[config.mk]
export PLATFORM = sky130hd
export DESIGN_NAME = sec_priv_tracker
export DESIGN_NICKNAME = d
export VERILOG_FILES = /design/src/rtl/sec_priv_pkg.sv /design/src/rtl/sp_try_counter.sv /design/src/rtl/sp_zone_gate.sv /design/src/rtl/sec_priv_tracker.sv
export SDC_FILE = /design/constraint.sdc
export NUM_CORES = 1
export LEC_CHECK = 0
export ABC_AREA = 1
export BUFFER_PORTS_ARGS = -buffer_cell sky130_fd_sc_hd__buf_2
export CAP_MARGIN = 20
export CORE_ASPECT_RATIO = 0.8
export CORE_MARGIN = 5
export CORE_UTILIZATION = 45
export DETAILED_ROUTE_END_ITERATION = 8
export GPL_ROUTABILITY_DRIVEN = 1
export PLACE_DENSITY = 0.66
export SYNTH_ARGS = -nofsm -noshare
export SYNTH_HDL_FRONTEND = slang
export SYNTH_SLANG_ARGS = --single-unit
[constraint.sdc]
create_clock -name clk -period 1.6 [get_ports clk]
set_input_delay 0.24 -clock clk [delete_from_list [all_inputs] [get_ports clk]]
set_output_delay 0.24 -clock clk [all_outputs]
set_load 0.005 [all_outputs]
[src/rtl/sec_priv_pkg.sv]
package sec_priv_pkg;
    parameter int PW_SETS   = 8;
    parameter int KEY_SETS  = 4;
    localparam int PW_IDX_W  = $clog2(PW_SETS);
    localparam int KEY_IDX_W = $clog2(KEY_SETS);

    typedef enum logic [1:0] {
        MODE_STD  = 2'd0,
        MODE_AUTH = 2'd1,
        MODE_ENC  = 2'd2
    } sec_mode_e;

    typedef struct packed {
        logic                 need_enc;
        logic                 need_auth;
        logic [KEY_IDX_W-1:0] key_sel;
        logic                 need_pw;
        logic [PW_IDX_W-1:0]  pw_sel;
    } zone_cfg_t;

    localparam int ZCFG_W = $bits(zone_cfg_t);

    typedef struct packed {
        sec_mode_e            mode;
        logic                 pw_valid;
        logic                 pw_write;
        logic [PW_IDX_W-1:0]  pw_idx;
        logic [KEY_IDX_W-1:0] au_key;
    } priv_state_t;

    function automatic logic key_holds(priv_state_t st, logic [KEY_IDX_W-1:0] k, logic need_enc_mode);
        if (need_enc_mode)
            return (st.mode == MODE_ENC) && (st.au_key == k);
        return (st.mode != MODE_STD) && (st.au_key == k);
    endfunction
endpackage

[src/rtl/sp_try_counter.sv]
module sp_try_counter #(
    parameter int CNT_W = 4
) (
    input  logic             clk,
    input  logic             rst,
    input  logic             hit,
    input  logic             claim_ok,
    input  logic [CNT_W-1:0] limit,
    output logic             pass
);
    logic [CNT_W-1:0] cnt_q;
    logic             locked;

    assign locked = (cnt_q >= limit);
    assign pass   = hit && claim_ok && !locked;

    always_ff @(posedge clk) begin
        if (rst) begin
            cnt_q <= '0;
        end else if (hit) begin
            if (pass)
                cnt_q <= '0;
            else if (cnt_q < limit)
                cnt_q <= cnt_q + 1'b1;
        end
    end

    assert_success_clears_R8: assert property (@(posedge clk) disable iff (rst)
        (hit && pass) |=> (cnt_q == '0));

    assert_fail_counts_R8: assert property (@(posedge clk) disable iff (rst)
        (hit && !claim_ok && (cnt_q < limit)) |=> (cnt_q == $past(cnt_q) + 1'b1));

    assert_idle_holds_R8: assert property (@(posedge clk) disable iff (rst)
        !hit |=> $stable(cnt_q));
endmodule

[src/rtl/sp_zone_gate.sv]
module sp_zone_gate
    import sec_priv_pkg::*;
(
    input  logic        clk,
    input  logic        rst,
    input  zone_cfg_t   cfg,
    input  priv_state_t st,
    output logic        rd,
    output logic        wr
);
    logic pw_rd_ok, pw_wr_ok, au_ok, en_ok;

    always_comb begin
        pw_rd_ok = !cfg.need_pw || (st.pw_valid && (st.pw_idx == cfg.pw_sel));
        pw_wr_ok = !cfg.need_pw || (st.pw_valid && st.pw_write && (st.pw_idx == cfg.pw_sel));
        au_ok    = !cfg.need_auth || key_holds(st, cfg.key_sel, 1'b0);
        en_ok    = !cfg.need_enc  || key_holds(st, cfg.key_sel, 1'b1);
        rd       = pw_rd_ok && au_ok && en_ok;
        wr       = pw_wr_ok && au_ok && en_ok;
    end

    assert_enc_zone_needs_enc_R10: assert property (@(posedge clk) disable iff (rst)
        (cfg.need_enc && (rd || wr)) |-> (st.mode == MODE_ENC));

    assert_write_implies_read_R7: assert property (@(posedge clk) disable iff (rst)
        wr |-> rd);
endmodule

[src/rtl/sec_priv_tracker.sv]
module sec_priv_tracker
    import sec_priv_pkg::*;
#(
    parameter int NUM_ZONES = 4,
    parameter int CNT_W     = 4
) (
    input  logic                        clk,
    input  logic                        rst,
    input  logic                        sec_rst,
    input  logic                        pw_evt,
    input  logic                        pw_ok,
    input  logic                        pw_wr,
    input  logic [PW_IDX_W-1:0]         pw_idx,
    input  logic                        au_evt,
    input  logic                        au_ok,
    input  logic [KEY_IDX_W-1:0]        au_idx,
    input  logic                        enc_act,
    input  logic [KEY_IDX_W-1:0]        enc_idx,
    input  logic                        mac_evt,
    input  logic                        mac_ok,
    input  logic [CNT_W-1:0]            trial_limit,
    input  logic [NUM_ZONES*ZCFG_W-1:0] zone_cfg,
    output logic [1:0]                  mode,
    output logic [NUM_ZONES-1:0]        rd_grant,
    output logic [NUM_ZONES-1:0]        wr_grant
);
    priv_state_t         st_q;
    logic [PW_SETS-1:0]  pw_pass;
    logic [KEY_SETS-1:0] au_pass;
    logic                pw_live, au_live;

    assign pw_live = pw_evt && !sec_rst;
    assign au_live = au_evt && !sec_rst;

    generate
        for (genvar p = 0; p < PW_SETS; p++) begin : g_pw_cnt
            sp_try_counter #(.CNT_W(CNT_W)) u_cnt (
                .clk      (clk),
                .rst      (rst),
                .hit      (pw_live && (pw_idx == PW_IDX_W'(p))),
                .claim_ok (pw_ok),
                .limit    (trial_limit),
                .pass     (pw_pass[p])
            );
        end
        for (genvar k = 0; k < KEY_SETS; k++) begin : g_key_cnt
            sp_try_counter #(.CNT_W(CNT_W)) u_cnt (
                .clk      (clk),
                .rst      (rst),
                .hit      (au_live && (au_idx == KEY_IDX_W'(k))),
                .claim_ok (au_ok),
                .limit    (trial_limit),
                .pass     (au_pass[k])
            );
        end
    endgenerate

    always_ff @(posedge clk) begin
        if (rst || sec_rst) begin
            st_q <= '{mode: MODE_STD, pw_valid: 1'b0, pw_write: 1'b0,
                      pw_idx: '0, au_key: '0};
        end else begin
            if (pw_evt) begin
                st_q.pw_valid <= |pw_pass;
                if (|pw_pass) begin
                    st_q.pw_idx   <= pw_idx;
                    st_q.pw_write <= pw_wr;
                end
            end
            if (au_evt) begin
                if (|au_pass) begin
                    st_q.mode   <= MODE_AUTH;
                    st_q.au_key <= au_idx;
                end else begin
                    st_q.mode   <= MODE_STD;
                end
            end else if (enc_act && (st_q.mode == MODE_AUTH) && (enc_idx == st_q.au_key)) begin
                st_q.mode <= MODE_ENC;
            end else if (mac_evt && !mac_ok) begin
                st_q.mode <= MODE_STD;
            end
        end
    end

    assign mode = st_q.mode;

    generate
        for (genvar z = 0; z < NUM_ZONES; z++) begin : g_zone
            sp_zone_gate u_gate (
                .clk (clk),
                .rst (rst),
                .cfg (zone_cfg_t'(zone_cfg[z*ZCFG_W +: ZCFG_W])),
                .st  (st_q),
                .rd  (rd_grant[z]),
                .wr  (wr_grant[z])
            );
        end
    endgenerate

    assert_enc_from_auth_R4: assert property (@(posedge clk) disable iff (rst)
        ((st_q.mode == MODE_ENC) && ($past(st_q.mode) != MODE_ENC)) |-> ($past(st_q.mode) == MODE_AUTH));

    assert_mac_revokes_R5: assert property (@(posedge clk) disable iff (rst)
        (mac_evt && !mac_ok && !au_evt && !enc_act) |=> (st_q.mode == MODE_STD));

    assert_card_reset_R9: assert property (@(posedge clk) disable iff (rst)
        sec_rst |=> ((st_q.mode == MODE_STD) && !st_q.pw_valid));

    assert_auth_fail_drops_R3: assert property (@(posedge clk) disable iff (rst)
        (au_evt && !au_ok) |=> (st_q.mode == MODE_STD));

    assert_one_pass_R6: assert property (@(posedge clk) disable iff (rst)
        $onehot0(pw_pass) && $onehot0(au_pass));
endmodule

==> run metrics <==
worst reg2reg endpoint st_q[3]$_SDFFE_PP0P_; Worst Skew 5.23 ps; ys flop type dfxtp_1; part of the cycle the worst path needs 1.07; CP Launch Type flip-flop; vias in the first global route roughly 4700; final instance area approximately 0.0068 mm2; die span in y 100 um; Max-slew headroom 0.683; post-route setup TNS -1200 ps; Net Sw Frac 0.258; Starting DRT DRC Count 246; Internal ~3300 uW; largest net degree at the start of global routing 13; total number of vias 4954; length in cells of the worst reg-to-reg path 10; Tot GR Track Use 0.212; CTS tree built; hpwl dp 9440 um; number of vias per cell 5.33; DR WL/cell around 16 um; synth top area cells dfxtp_1 25%, ha_1 16%, nand2_1 8.9%; Post-Syn Area per Cell 7.01 um2; Max Cap Violations 0; WP data arrival 1480 ps; Clock power frac 0.505; Hold Path Depth 2; total core area between 0.009 and 0.01 mm2; Crit path required time 1360 ps; Post-Route WL 14800 um; share of the synthesized area in the top cell type 0.250; layout cells sized above 1 0.463; Post-synth EDFFs 0; unrepaired setup endpoints after global routing yes; most frequent cells in the layout 88 x nand2_1, 80 x buf_4, 72 x inv_1; worst setup margin -119 ps; Site Rows 32; placer congestion estimate 0.847; net count reported at finish 903; dpl ws -327 ps; power per cell area 661 mW/mm2; Worst R2R Setup Slack -110 ps; Final Hold Viols 0; IO buf count 63; CTS root buf clkbuf_16; share of power burned in registers 0.323; DR pass1 iterations 5; die area 0.0123 mm2; status finished, violations left; Synth cell types 31; # DRC 0; failing checks setup timing; Initial Util 0.467; Final min period 1720 ps; Seq/Total Area, Yosys 0.250; clk slew on worst S/H paths 50 ps; VDD IR-drop max ~0.54 mV; clock buffer depth 2; ANT cells 0; clk_lat worst skew 330 ps; Crit Path Max Fanout 5; leading cell type in the layout, fill and taps excluded nand2_1; CTS H-Tree Depth 3; clock buffers created by TritonCTS 9; Die X around 120 um; Mapped Nets 764; number of top-level pins between 60 and 70; Setup crit end kind output port; crit path kind flip-flop to output port; DRT antenna net count 0; clock sinks 57; worst hold slack 132 ps; Max Transition Viols Final 0; sw power 1150 uW; synthesis-to-layout area growth 48.7%; initial antenna violation count 0; Hold Path Class input pin to flip-flop; synthesized area 0.00456 mm2; Yosys reg bits between 50 and 60; Worst-Margin Slew about 480 ps; global-route wire length before repair 21000 um; post-synthesis cell count 650; Syn. warnings 0; dominant cell type by area after synthesis dfxtp_1; hold path endpoint mode[1]$_SDFFE_PP0P_; placed cell area 0.00542 mm2; Comb power frac 0.172; GRT Residual Overflow 0; Leak Pwr 0.00304 uW; worst r2r src g_pw_cnt[0].u_cnt.cnt_q[3]$_SDFFE_PP0P_; Peak Freq 582 MHz; Power, Total 4480 uW; ys async rst share 0; Hold Path Origin au_evt; Finish-stage setup viols 14
-- stage by stage --
step,instances,utilization
finish,930,0.694
global route,930,0.694
CTS,920,0.621
detailed placement,892,0.555
global placement,892,0.555
floorplan,650,-
-- worst max-delay path, cell delays in order, from the launching register on --
cell and delay (ps):
dfxtp_4 420, xnor2_2 130, nand2_1 100, o21ai_1 140, nand2_1 110, a21oi_1 130, buf_2 130
-- worst max-delay path by stage --
stage                                             from              endpoint
2_1_floorplan                           trial_limit[3]  st_q[2]$_SDFFE_PP0P_
3_5_place_dp                            trial_limit[3]  st_q[5]$_SDFFE_PP0P_
3_3_place_gp                            trial_limit[3]  st_q[2]$_SDFFE_PP0P_
4_1_cts                           st_q[0]$_SDFFE_PP0P_           wr_grant[0]
5_1_grt        g_pw_cnt[0].u_cnt.cnt_q[3]$_SDFFE_PP0P_  st_q[3]$_SDFFE_PP0P_
6_report                          st_q[0]$_SDFFE_PP0P_           wr_grant[0]
-- logic make-up (layout without fill, tap and decap cells) --
group	after synthesis	count (layout)	synth area share
compound gates	110	110	0.135
xor+xnor	32	32	0.0615
fa+ha+maj	60	60	0.165
buf+inv	114	258	0.103
flops	57	57	0.250
simple gates	277	277	0.286
-- cells in the mapped netlist, drive strengths merged, types with 4 or more instances --
cell and count:
a21oi 56, buf 13, o21bai 4, inv 95
nor3 15, xor2 6, nand4 13, a211oi 14
o21ai 28, and3 5, dfxtp 57, nand2 116
clkbuf 6, nor2 77, xnor2 26, ha 60
nand3 47
-- area by class of cell --
cell class / instances / area, um2
well taps: 136 / 170
clock inverters: 5 / 103
multi-input cells: 479 / 3720
repair buffers: 147 / 970
clock buffers: 11 / 243
fillers: 748 / 2990
inverters: 95 / 363
flip-flops and latches: 57 / 1210
-- what timing repair did --
action                                  4_1_cts  5_1_grt
endpoints found under the setup margin       19       61
resized for setup                            58      143
setup buffers                                12       10
hold buffers                                  0        0
cloned                                        0        0
pin swaps                                    31       51
-- routing by layer --
layer  part of all wire  track usage
met5                  0            0
met4              0.025       0.0878
met3              0.065       0.0383
met2               0.49        0.363
met1               0.41        0.263
-- flip-flops by register name (all words and copies together) (netlist names) --
signal,count
st_q,7
mode,2
g_pw_cnt.u_cnt.cnt_q,32
g_key_cnt.u_cnt.cnt_q,16
-- power by group through the flow --
| stage | Clock (uW) | Combinational, uW | Sequential [uW] |
|---|---|---|---|
| floorplan | 0 | 336 | 1480 |
| global placement | 0 | 558 | 1480 |
| detailed placement | 0 | 580 | 1490 |
| CTS | 2290 | 639 | 1450 |
| global route | 2360 | 841 | 1450 |
| finish | 2260 | 773 | 1450 |
Note: power is estimated with default switching activity, not from simulation.
